File: src/rtl/cfg3w_pkg.sv
// Shared constants and types for the three-wire configuration slave.
// Assumes a 16-bit frame made of a 2-bit header and a 14-bit payload.
package cfg3w_pkg;
    localparam int FRAME_BITS = 16;
    localparam int WORD_BITS  = 14;
    localparam int HDR_BITS   = FRAME_BITS - WORD_BITS;

    typedef enum logic [HDR_BITS-1:0] {
        SEL_A    = 2'b00,
        SEL_B    = 2'b01,
        SEL_C    = 2'b10,
        SEL_NONE = 2'b11
    } sel_e;

    localparam logic [WORD_BITS-1:0] RST_A = 14'h0010;
    localparam logic [WORD_BITS-1:0] RST_B = 14'h0000;
    localparam logic [WORD_BITS-1:0] RST_C = 14'h1520;

    // Bit positions inside the configuration words
    localparam int A_REGCTL = 13;
    localparam int A_CLKRUN = 12;
    localparam int A_ENABLE = 11;
    localparam int A_RXMODE = 10;
    localparam int C_TXBIT  = 7;
endpackage

File: src/rtl/cfg3w_sync.sv
// Multi-stage level synchronizer for a vector of asynchronous inputs.
// Assumes each bit is a slow level that changes far less often than clk.
module cfg3w_sync #(
    parameter int W      = 3,
    parameter int STAGES = 2,
    parameter logic [W-1:0] INIT = '0
) (
    input  logic         clk,
    input  logic         rst_n,
    input  logic [W-1:0] d,
    output logic [W-1:0] q
);
    logic [W-1:0] chain [STAGES];

    // Shift the inputs through the synchronizer stages
    always_ff @(posedge clk) begin
        if (!rst_n) begin
            for (int i = 0; i < STAGES; i++) chain[i] <= INIT;
        end else begin
            chain[0] <= d;
            for (int i = 1; i < STAGES; i++) chain[i] <= chain[i-1];
        end
    end

    assign q = chain[STAGES-1];
endmodule

File: src/rtl/cfg3w_shifter.sv
// Frame collector: shifts serial bits on serial clock rising edges while the
// enable is low and counts them. On the enable rising edge it emits one
// valid pulse, but only if exactly FRAME_BITS bits were counted.
// Assumes synchronized inputs that are aligned with each other.
module cfg3w_shifter
    import cfg3w_pkg::*;
#(
    parameter int NBITS = FRAME_BITS
) (
    input  logic             clk,
    input  logic             rst_n,
    input  logic             s_clk,
    input  logic             s_dat,
    input  logic             s_en_n,
    output logic             frm_vld,
    output logic [NBITS-1:0] frm_word
);
    localparam int CNT_MAX = NBITS + 1;
    localparam int CW      = $clog2(CNT_MAX + 1);

    logic          clk_d, en_d;
    logic          clk_rise, en_rise, en_fall;
    logic [NBITS-1:0] sh;
    logic [CW-1:0] cnt;

    // Remember previous levels for edge detection
    always_ff @(posedge clk) begin
        if (!rst_n) begin
            clk_d <= 1'b0;
            en_d  <= 1'b1;
        end else begin
            clk_d <= s_clk;
            en_d  <= s_en_n;
        end
    end

    assign clk_rise = s_clk & ~clk_d;
    assign en_rise  = s_en_n & ~en_d;
    assign en_fall  = ~s_en_n & en_d;

    // Shift in data bits and count them, saturating past a full frame
    always_ff @(posedge clk) begin
        if (!rst_n) begin
            sh  <= '0;
            cnt <= '0;
        end else if (en_fall) begin
            cnt <= '0;
        end else if (clk_rise && !s_en_n) begin
            sh <= {sh[NBITS-2:0], s_dat};
            if (cnt != CW'(CNT_MAX)) cnt <= cnt + 1'b1;
        end
    end

    // Commit pulse on enable rise with an exact-length frame
    always_ff @(posedge clk) begin
        if (!rst_n) begin
            frm_vld  <= 1'b0;
            frm_word <= '0;
        end else begin
            frm_vld  <= en_rise && (cnt == CW'(NBITS));
            frm_word <= sh;
        end
    end


    cnt_bound_chk: assert property (@(posedge clk) disable iff (!rst_n)
        cnt <= CW'(CNT_MAX));

    cnt_clear_chk: assert property (@(posedge clk) disable iff (!rst_n)
        en_fall |=> (cnt == '0));
endmodule

File: src/rtl/cfg3w_regfile.sv
// Three configuration words with reset defaults. A valid frame writes its
// payload into the word named by its header; header SEL_NONE is dropped.
// Assumes frm_vld is a single-cycle pulse.
module cfg3w_regfile
    import cfg3w_pkg::*;
(
    input  logic                  clk,
    input  logic                  rst_n,
    input  logic                  frm_vld,
    input  logic [FRAME_BITS-1:0] frm_word,
    output logic [WORD_BITS-1:0]  word_a,
    output logic [WORD_BITS-1:0]  word_b,
    output logic [WORD_BITS-1:0]  word_c
);
    sel_e                 sel;
    logic [WORD_BITS-1:0] pay;

    assign sel = sel_e'(frm_word[FRAME_BITS-1 -: HDR_BITS]);
    assign pay = frm_word[WORD_BITS-1:0];

    // Load the addressed word on a valid frame
    always_ff @(posedge clk) begin
        if (!rst_n) begin
            word_a <= RST_A;
            word_b <= RST_B;
            word_c <= RST_C;
        end else if (frm_vld) begin
            case (sel)
                SEL_A:   word_a <= pay;
                SEL_B:   word_b <= pay;
                SEL_C:   word_c <= pay;
                default: ;
            endcase
        end
    end


    drop_hdr_chk: assert property (@(posedge clk) disable iff (!rst_n)
        (frm_vld && sel == SEL_NONE) |=>
            ($stable(word_a) && $stable(word_b) && $stable(word_c)));

    load_b_chk: assert property (@(posedge clk) disable iff (!rst_n)
        (frm_vld && sel == SEL_B) |=> (word_b == $past(pay)) && $stable(word_a));

    idle_hold_chk: assert property (@(posedge clk) disable iff (!rst_n)
        !frm_vld |=> ($stable(word_a) && $stable(word_b) && $stable(word_c)));
endmodule

File: src/rtl/cfg3w_ctrl.sv
// Derives the device control signals from word A, word C and the pins.
// Purely combinational; assumes the words are stable register outputs.
module cfg3w_ctrl
    import cfg3w_pkg::*;
(
    input  logic [WORD_BITS-1:0] word_a,
    input  logic [WORD_BITS-1:0] word_c,
    input  logic                 pin_en,
    input  logic                 pin_rxtx,
    input  logic                 pin_txd,
    output logic                 dev_en,
    output logic                 rx_on,
    output logic                 tx_on,
    output logic                 clk_run,
    output logic                 tx_data
);
    logic reg_ctl, rx_sel;

    // Select the control source and gate the mode with the enable
    always_comb begin
        reg_ctl = word_a[A_REGCTL];
        dev_en  = reg_ctl ? word_a[A_ENABLE] : pin_en;
        rx_sel  = reg_ctl ? word_a[A_RXMODE] : pin_rxtx;
        rx_on   = dev_en & rx_sel;
        tx_on   = dev_en & ~rx_sel;
        clk_run = word_a[A_CLKRUN] | dev_en;
        tx_data = reg_ctl ? word_c[C_TXBIT] : pin_txd;
    end
endmodule

File: src/rtl/cfg3w_top.sv
// Three-wire configuration slave: synchronizes the bus, collects frames,
// stores three configuration words and derives device control outputs.
// Assumes the serial clock runs well below a quarter of clk.
module cfg3w_top
    import cfg3w_pkg::*;
#(
    parameter int SYNC_STAGES = 2
) (
    input  logic                 clk,
    input  logic                 rst_n,
    input  logic                 bus_clk,
    input  logic                 bus_dat,
    input  logic                 bus_en_n,
    input  logic                 pin_en,
    input  logic                 pin_rxtx,
    input  logic                 pin_txd,
    output logic [WORD_BITS-1:0] word_a,
    output logic [WORD_BITS-1:0] word_b,
    output logic [WORD_BITS-1:0] word_c,
    output logic                 dev_en,
    output logic                 rx_on,
    output logic                 tx_on,
    output logic                 clk_run,
    output logic                 tx_data
);
    logic [2:0]            bus_s;
    logic                  frm_vld;
    logic [FRAME_BITS-1:0] frm_word;

    cfg3w_sync #(.W(3), .STAGES(SYNC_STAGES), .INIT(3'b100)) u_sync (
        .clk (clk), .rst_n (rst_n),
        .d   ({bus_en_n, bus_clk, bus_dat}),
        .q   (bus_s)
    );

    cfg3w_shifter #(.NBITS(FRAME_BITS)) u_shift (
        .clk (clk), .rst_n (rst_n),
        .s_clk (bus_s[1]), .s_dat (bus_s[0]), .s_en_n (bus_s[2]),
        .frm_vld (frm_vld), .frm_word (frm_word)
    );

    cfg3w_regfile u_regs (
        .clk (clk), .rst_n (rst_n),
        .frm_vld (frm_vld), .frm_word (frm_word),
        .word_a (word_a), .word_b (word_b), .word_c (word_c)
    );

    cfg3w_ctrl u_ctrl (
        .word_a (word_a), .word_c (word_c),
        .pin_en (pin_en), .pin_rxtx (pin_rxtx), .pin_txd (pin_txd),
        .dev_en (dev_en), .rx_on (rx_on), .tx_on (tx_on),
        .clk_run (clk_run), .tx_data (tx_data)
    );


    mode_excl_chk: assert property (@(posedge clk) disable iff (!rst_n)
        $onehot0({rx_on, tx_on}) && ((rx_on || tx_on) == dev_en));

    run_on_en_chk: assert property (@(posedge clk) disable iff (!rst_n)
        dev_en |-> clk_run);

    pin_ignore_chk: assert property (@(posedge clk) disable iff (!rst_n)
        (word_a[A_REGCTL] && $stable(word_a)) |-> ($stable(dev_en) && $stable(rx_on)));
endmodule

File: config.mk
export PLATFORM = sky130hd
export DESIGN_NAME = cfg3w_top
export DESIGN_NICKNAME = d
export VERILOG_FILES = /design/src/rtl/cfg3w_pkg.sv /design/src/rtl/cfg3w_sync.sv /design/src/rtl/cfg3w_shifter.sv /design/src/rtl/cfg3w_regfile.sv /design/src/rtl/cfg3w_ctrl.sv /design/src/rtl/cfg3w_top.sv
export SDC_FILE = /design/constraint.sdc
export NUM_CORES = 1
export LEC_CHECK = 0
export BUFFER_PORTS_ARGS = -buffer_cell sky130_fd_sc_hd__buf_2
export CORE_MARGIN = 5
export CORE_UTILIZATION = 45
export DETAILED_ROUTE_END_ITERATION = 10
export GPL_TIMING_DRIVEN = 0
export PLACE_DENSITY = 0.66
export SLEW_MARGIN = 20
export SYNTH_ARGS = -nofsm -noshare
export SYNTH_HDL_FRONTEND = slang
export SYNTH_SLANG_ARGS = --single-unit
File: constraint.sdc
create_clock -name clk -period 1.45 [get_ports clk]
set_input_delay 0 -clock clk [delete_from_list [all_inputs] [get_ports clk]]
set_output_delay 0 -clock clk [all_outputs]
set_load 0.005 [all_outputs]
==> results.cfg, run 1 <==
[power_and_ir_drop]
leakagePower_nw = 1.65
p_per_area_nw_per_um2 = 1100
ir_worst_vdd_uv = 596

[placement]
hpwl_mm = 4.66
port_buffers = 53
gp_congestion = 0.777

[floorplan]
die_y_um = 94.2
die-area_um2 = 8870
start_util_pct = 46.7
rows = 30
design.core.area_um2 = 6830
die-width_um = 94.2
top_level_ports = 55

[drt]
routed_wl_mm = 6.46
via_per_inst = 4.74
vias = 2462
antenna_left = 0
first_pass_iters = 4
wl_per_cell_um = 12.4
dr.first_iter.drc_count = 120
drc = 0

[logic_synthesis]
syn_area_per_cell_um2 = 9.11
synth_seq_cells = 88
async_flop_share_pct = 0
synth_cells = 350
syn_area_um2 = 3190
ys.flop_type = dfxtp_1
syn_nets = 361
synth_edf_count = 0
yosysWarnings = 0
synth-seq-area-share_pct = 55.2
yosysUniqueCellTypes = 33

[cts]
cts-buffers-inserted = 9
cts.sinks = 88
clk_latency_ns = 0.35
clockBufferDepth = 2
root_buffer = clkbuf_8
cts_tree = yes
cts_setup_buffers = 0
clk_pin_slew_ns = 0.09
ctsHtreeMaxLevel = 3

[sta]
period_needed_ns = 1.31
final_hold_viol_count = 0
finalCritPeriodShare_pct = 90.2
fmax_ghz = 0.765
tns_ns = 0
setup_violations = 0
maxSlewViolCount = 0
slew_headroom_pct = 67.9
finClkSkew_ns = 0.0122
tightest_slew_ns = 0.482
final.hold.worst_slack_ns = 0.298
rsz0062_at_grt = no

[grt]
grt_util_all_layers_pct = 15.6
grt_max_degree = 16
grt.overflow.total = 0
antenna_found_initial = 0
grt_pass1_wl_mm = 10.8
grt_pass1_vias = 2254

[setup_path]
arrival_ns = 1.55
critPathKind = reg -> reg
crit_path_end_kind = flop
setup.worst_path.start_class = flop
crit_fanout = 10
cp.required_ns = 1.69

[hold_path]
hold_class = in -> out

[layout]
syn2layout_area_growth_pct = 19.9
final_layout_size_suffix_gt1_share_pct = 22.5
nNetsFinal = 429
antenna_cells = 0

[flow_run]
drv_cap = 0

[outcome]
status = complete, no violations
## through the flow
stage | power (mW) | setup WS, ns | instance area, um2 | util (%) | instances
floorplan | 2.55 | 0.204 | 3190 | - | 350
global route | 4.38 | 0.0145 | 3820 | 56.0 | 519
finish | 4.19 | 0.142 | 3820 | 56.0 | 519
global placement | 2.59 | 0.132 | 3570 | 52.3 | 499
CTS | 4.25 | 0.0394 | 3810 | 55.8 | 519
detailed placement | 2.59 | 0.115 | 3570 | 52.3 | 499
## power breakdown
group	internal [mW]	switching [mW]
logic	0.0517	0.0591
clock network	0.795	0.856
registers	2.42	0.00625
total	3.27	0.922
## layout make-up
cell class	count	area [um2]
fill	662	3010
buffer	23	118
sequential	88	1760
clock inverter	7	71.3
timing repair buffer	57	305
inverter	18	67.6
multi-input combinational	221	1250
clock buffer	9	124
tap	96	120
## final timing paths
kind	start	end	slack (ns)	cells after the start
worst max-delay path	u_shift.frm_vld$_SDFF_PN0_	u_regs.word_a[4]$_SDFFE_PN1P_	0.14	5
worst min-delay path	pin_txd	tx_data	0.30	3
worst max register to register	u_shift.frm_vld$_SDFF_PN0_	u_regs.word_a[4]$_SDFFE_PN1P_	0.14	5
worst min register to register	u_sync.chain[0][2]$_SDFF_PN1_	u_sync.chain[0][5]$_SDFF_PN1_	0.41	1
## logic make-up (layout without fill, tap and decap cells)
logic type / count (synthesis) / in the layout / share of synthesized area [%]
flip-flops: 88 / 88 / 55.2
buffers and inverters: 41 / 114 / 5.77
adder cells (fa/ha/maj): 3 / 3 / 1.18
multiplexers: 7 / 7 / 2.28
AND/OR/NAND/NOR: 155 / 155 / 23.5
AO/OA/AOI/OAI: 56 / 56 / 12.1
## worst max-delay path: stages (launching register included)
cell	delay, ns
dfxtp_1	0.41
or3b_1	0.36
buf_2	0.16
buf_6	0.14
nand2_1	0.07
nand3_1	0.07
## repair_timing
action,in CTS,in global routing
hold buffers,4,0
endpoints found under the hold margin,4,0
endpoints found under the setup margin,0,9
gates resized for setup,0,6
## synth_stat cells, drive strengths merged (3+ instances only)
cell type	number	share of area, %
nand2	100	12
dfxtp	88	55
a21boi	37	8.7
nand3	24	3.8
inv	18	2.1
o21ai	15	2.4
buf	14	2.5
clkbuf	9	1.1
and2	6	1.2
mux2i	5	1.6
nand2b	5	0.98
nand3b	5	1.2
ha	3	1.2
nor3b	3	1.0
## layer usage
layer | share of wire, % | vias up | wire, um | global-route usage [%]
met3 | 6.7 | 9 | 430 | 4.33
met1 | 48 | 1106 | 3100 | 19.6
li1 | - | 1280 | - | -
met2 | 44 | 67 | 2840 | 25.0
met5 | 0 | - | 0 | 0
met4 | 1.3 | 0 | 87 | 6.50
## sequential cells by signal (all words and copies together), names as in the netlist
signal	cells
u_regs.word_a	14
u_shift.cnt	5
u_shift.clk_d	1
u_sync.chain	6
u_shift.sh	16
u_shift.frm_word	16
u_regs.word_c	14
u_shift.en_d	1
u_regs.word_b	14
u_shift.frm_vld	1
## cell usage in the layout, fill, tap and decap left out, types with 2 or more instances in the layout
master         Yosys  final
a21boi_0          24     24
a21boi_1          13     13
and2_1             6      6
and3b_1            2      2
buf_2             11     64
buf_4              2      2
clkbuf_1           8      7
clkbuf_2           1      2
clkbuf_8           0      9
clkinv_2           0      2
clkinvlp_4         0      3
dfxtp_1           88     86
dfxtp_2            0      2
dlygate4sd3_1      0      4
ha_1               3      3
inv_1             18     18
mux2_2             2      2
mux2i_1            5      4
nand2_1          100    100
nand2b_1           5      5
nand3_1           24     24
nand3b_1           5      5
nand4_1            2      2
o2111ai_1          2      2
o21ai_0           14     14
o31ai_1            2      2
No activity file was read; power rests on OpenSTA's default activity.
==> run 2: changes to the inputs <==
==> constraint.sdc (replaced) <==
create_clock -name clk -period 1.6 [get_ports clk]
set_input_delay 0 -clock clk [delete_from_list [all_inputs] [get_ports clk]]
set_output_delay 0 -clock clk [all_outputs]
set_load 0.005 [all_outputs]
==> results.cfg, run 2 (synthesis results as in run 1) <==
[sta]
rsz0062_at_grt = no
worst_slack_ns = 0.234
slew_headroom_pct = 65.7
tns_ns = 0
finalCritPeriodShare_pct = 85.4
final_hold_viol_count = 0
maxSlewViolCount = 0
final.hold.worst_slack_ns = 0.298
setup_violations = 0
finClkSkew_ns = 0.0124
period_needed_ns = 1.37
tightest_slew_ns = 0.514
fmax_ghz = 0.732

[setup_path]
critPathKind = reg -> out
timing.rr.start = u_shift.cnt[1]$_SDFFE_PP0P_
crit_path_end = tx_on
r2r_slack_ns = 0.24
timing.rr.end = u_shift.cnt[2]$_SDFFE_PP0P_
cp.required_ns = 1.60
startpoint = u_regs.word_a[13]$_SDFFE_PN0P_
arrival_ns = 1.37
crit_path_end_kind = output pin
setup.worst_path.start_class = flop
crit_fanout = 5
ff2ff_path_depth = 5

[placement]
dp_slack_ns = 0.265
placed_area_um2 = 3570
hpwl_mm = 4.66
port_buffers = 53
placed_cells = 499
gp_congestion = 0.777

[grt]
grt_pass1_vias = 2254
grt_max_degree = 16
grt.overflow.total = 0
antenna_found_initial = 0
grt_pass1_wl_mm = 10.8
grt_util_all_layers_pct = 15.6

[hold_path]
hold_class = in -> out
hold_path_startpoint = pin_txd

[cts]
cts_tree = yes
cts-buffers-inserted = 9
cts.sinks = 88
clk_latency_ns = 0.36
root_buffer = clkbuf_8
clk_pin_slew_ns = 0.09
clockBufferDepth = 2
ctsHtreeMaxLevel = 3

[layout]
top_regs = u_shift.frm_word x16, u_shift.sh x16
final_util_pct = 55.8
layout_commonest_cell = nand2_1
fill_cells = 662
finalNonFillerCells = 519
nNetsFinal = 429
final_cell_mix = nand2_1 (100), dfxtp_1 (88), buf_2 (64)
final_layout_size_suffix_gt1_share_pct = 21.5
antenna_cells = 0
fin_area_um2 = 3810
syn2layout_area_growth_pct = 19.5

[power_and_ir_drop]
ir_worst_vdd_uv = 540
p_sw_share_pct = 22.1
p_per_area_nw_per_um2 = 998
power_frac_seq_pct = 57.9
p_clk_share_pct = 39.5
p_int_mw = 2.96
combPwrFrac_pct = 2.6
leakagePower_nw = 1.65
switching_power_mw = 0.838
p_total_mw = 3.80

[flow_run]
drv_cap = 0

[floorplan]
rows = 30
top_level_ports = 55
die_y_um = 94.2
design.core.area_um2 = 6830
die-width_um = 94.2
die-area_um2 = 8870
start_util_pct = 46.7

[outcome]
status = complete, no violations

[drt]
first_pass_iters = 4
antenna_left = 0
dr.first_iter.drc_count = 125
wl_per_cell_um = 12.4
routed_wl_mm = 6.45
drc = 0
via_per_inst = 4.71
vias = 2447
run 2: power by group through the flow:
stage | clock [mW] | sequential, mW | combinational, mW
after floorplan | 0 | 2.25 | 0.0605
after global placement | 0 | 2.25 | 0.0911
after detailed placement | 0 | 2.25 | 0.0920
after CTS | 1.55 | 2.20 | 0.0998
after global routing | 1.66 | 2.20 | 0.110
final | 1.50 | 2.20 | 0.0995
run 2: worst max-delay path, stage by stage, from the launching register on:
cell and delay, ns:
dfxtp_1 0.45, mux2i_1 0.35, nor2b_1 0.08, buf_2 0.13
run 2: how the worst min path moves through the flow:
| stage | end | slack (ns) | depth (start not counted) |
|---|---|---|---|
| 2_1_floorplan | u_sync.chain[0][2]$_SDFF_PN1_ | 0.10 | 1 |
| 4_1_cts | tx_data | 0.30 | 3 |
| 3_3_place_gp | u_sync.chain[0][2]$_SDFF_PN1_ | 0.19 | 2 |
| 5_1_grt | tx_data | 0.32 | 3 |
| 6_report | tx_data | 0.30 | 3 |
| 3_5_place_dp | u_sync.chain[0][2]$_SDFF_PN1_ | 0.19 | 2 |
run 2: what timing repair did:
item | CTS | global route
gates resized for setup | 0 | 0
buffers inserted | 0 | 0
endpoints found under the hold margin | 4 | 0
hold buffers | 4 | 0
setup endpoints to repair | 0 | 0
run 2: cell type report:
type / count / area [um2] / share of cell area, %
Sequential cell: 88 / 1760 / 46.2
Multi-Input combinational cell: 221 / 1240 / 32.6
Timing Repair Buffer: 57 / 305 / 8.01
Clock buffer: 9 / 124 / 3.25
Tap cell: 96 / 120 / 3.15
Buffer: 23 / 116 / 3.05
Clock inverter: 7 / 71.3 / 1.87
Inverter: 18 / 67.6 / 1.77
run 2: layer usage:
metal / part of all wire [%] / vias to the layer above / track usage (%)
li1: - / 1278 / -
met1: 49 / 1105 / 19.6
met2: 44 / 55 / 25.0
met3: 5.2 / 9 / 4.33
met4: 1.3 / 0 / 6.50
met5: 0 / - / 0
==> run 3: changes to the inputs <==
--- a/config.mk
+++ b/config.mk
@@ -6,7 +6,7 @@
 export NUM_CORES = 1
 export LEC_CHECK = 0
 export BUFFER_PORTS_ARGS = -buffer_cell sky130_fd_sc_hd__buf_2
-export CORE_MARGIN = 5
+export CORE_MARGIN = 10
 export CORE_UTILIZATION = 45
 export DETAILED_ROUTE_END_ITERATION = 10
 export GPL_TIMING_DRIVEN = 0
==> results.cfg, run 3 (synthesis results as in run 1) <==
[cts]
clk_latency_ns = 0.35
clockBufferDepth = 2
root_buffer = clkbuf_8
cts_setup_buffers = 0
cts-buffers-inserted = 9
cts.sinks = 88
clk_pin_slew_ns = 0.09
cts_resized = 0
ctsHoldBuffers = 4
ctsHtreeMaxLevel = 3
cts_tree = yes

[sta]
finalCritPeriodShare_pct = 86.4
rsz0062_at_grt = no
period_needed_ns = 1.38
tns_ns = 0
slew_headroom_pct = 67.2
final_hold_viol_count = 0
setup_violations = 0
tightest_slew_ns = 0.492
maxSlewViolCount = 0
fmax_ghz = 0.724
finClkSkew_ns = 0.0143

[layout]
multi_input_area_um2 = 1240
layout_commonest_cell = nand2_1
seq_area_um2 = 1760
final_cell_mix = nand2_1 (100), dfxtp_1 (88), buf_2 (64)
final_util_pct = 56.3
syn2layout_area_growth_pct = 20.6
fill_cells = 646
top_regs = u_shift.frm_word x16, u_shift.sh x16
final_layout_size_suffix_gt1_share_pct = 21.5
antenna_cells = 0
nNetsFinal = 429

[drt]
first_pass_iters = 4
antenna_left = 0
dr.first_iter.drc_count = 40
vias = 2474
drc = 0
wl_per_cell_um = 13.0
via_per_inst = 4.77
routed_wl_mm = 6.72

[setup_path]
arrival_ns = 1.60
crit_path_end_kind = flop
crit_fanout = 10
cp.required_ns = 1.82
setup.worst_path.start_class = flop
critPathKind = reg -> reg

[hold_path]
hold_class = in -> out

[floorplan]
die_y_um = 104
die-area_um2 = 10900
die-width_um = 104
design.core.area_um2 = 6830
top_level_ports = 55
start_util_pct = 46.7
rows = 30

[grt]
grt_pass1_vias = 2348
grt_pass1_wl_mm = 11.5
grt_max_degree = 15
grt_util_all_layers_pct = 12.8
grt.overflow.total = 0
antenna_found_initial = 0

[power_and_ir_drop]
p_per_area_nw_per_um2 = 1040
ir_worst_vdd_uv = 486
leakagePower_nw = 1.68

[placement]
gp_congestion = 0.748
hpwl_mm = 4.95
port_buffers = 53

[outcome]
status = complete, no violations

[flow_run]
drv_cap = 0
==> run 3: cell types whose count changed in the layout (fill, tap and decap cells not counted), sizes merged <==
cell / delta
bufinv: +1
clkinvlp: -3
clkbuf: +2
clkinv: +1
inv: -1
==> run 3: routing by layer <==
| metal | vias up | routed length [um] | track usage [%] |
|---|---|---|---|
| met5 | - | 0 | 0 |
| met4 | 0 | 111 | 6.56 |
| met3 | 12 | 387 | 3.53 |
| met2 | 51 | 3050 | 20.1 |
| met1 | 1138 | 3170 | 15.6 |
| li1 | 1273 | - | - |
==> run 3: critical path: stages (launching register included) <==
cell	delay, ns
dfxtp_1	0.43
or3b_1	0.38
buf_2	0.16
buf_6	0.14
nand2_1	0.07
nand3_1	0.07
==> run 3: final timing paths <==
check                                                    from  cells after the start  slack [ns]                             to
worst min-delay path                                  pin_txd                      3        0.30                        tx_data
worst max-delay path               u_shift.frm_vld$_SDFF_PN0_                      5        0.22  u_regs.word_a[4]$_SDFFE_PN1P_
worst min register to register  u_sync.chain[0][2]$_SDFF_PN1_                      1        0.42  u_sync.chain[0][5]$_SDFF_PN1_
worst max register to register     u_shift.frm_vld$_SDFF_PN0_                      5        0.22  u_regs.word_a[4]$_SDFFE_PN1P_
==> run 3: final cells by class <==
class | instances | share of cell area [%]
Buffer | 23 | 3.03
Clock buffer | 11 | 3.94
Multi-Input combinational cell | 221 | 32.3
Timing Repair Buffer | 57 | 7.94
Clock inverter | 5 | 2.05
Tap cell | 96 | 3.12
Sequential cell | 88 | 45.8
Inverter | 18 | 1.76
==> run 3: per-stage QoR <==
stage                     instance area [um2]  setup WS (ns)  power, mW  hold slack (ns)  instances
after CTS                                3840          0.215       4.06            0.301        519
after global routing                     3840          0.116       4.17            0.318        519
after floorplan                          3190          0.354       2.31            0.101        350
after detailed placement                 3570          0.242       2.35            0.187        499
after global placement                   3570          0.283       2.35            0.184        499
final                                    3840          0.218       4.02            0.298        519
==> run 3: where the power goes <==
part	internal (mW)	total (mW)	switching [mW]
logic	0.0460	0.0989	0.0529
registers	2.20	2.20	0.00563
clock network	0.962	1.72	0.755
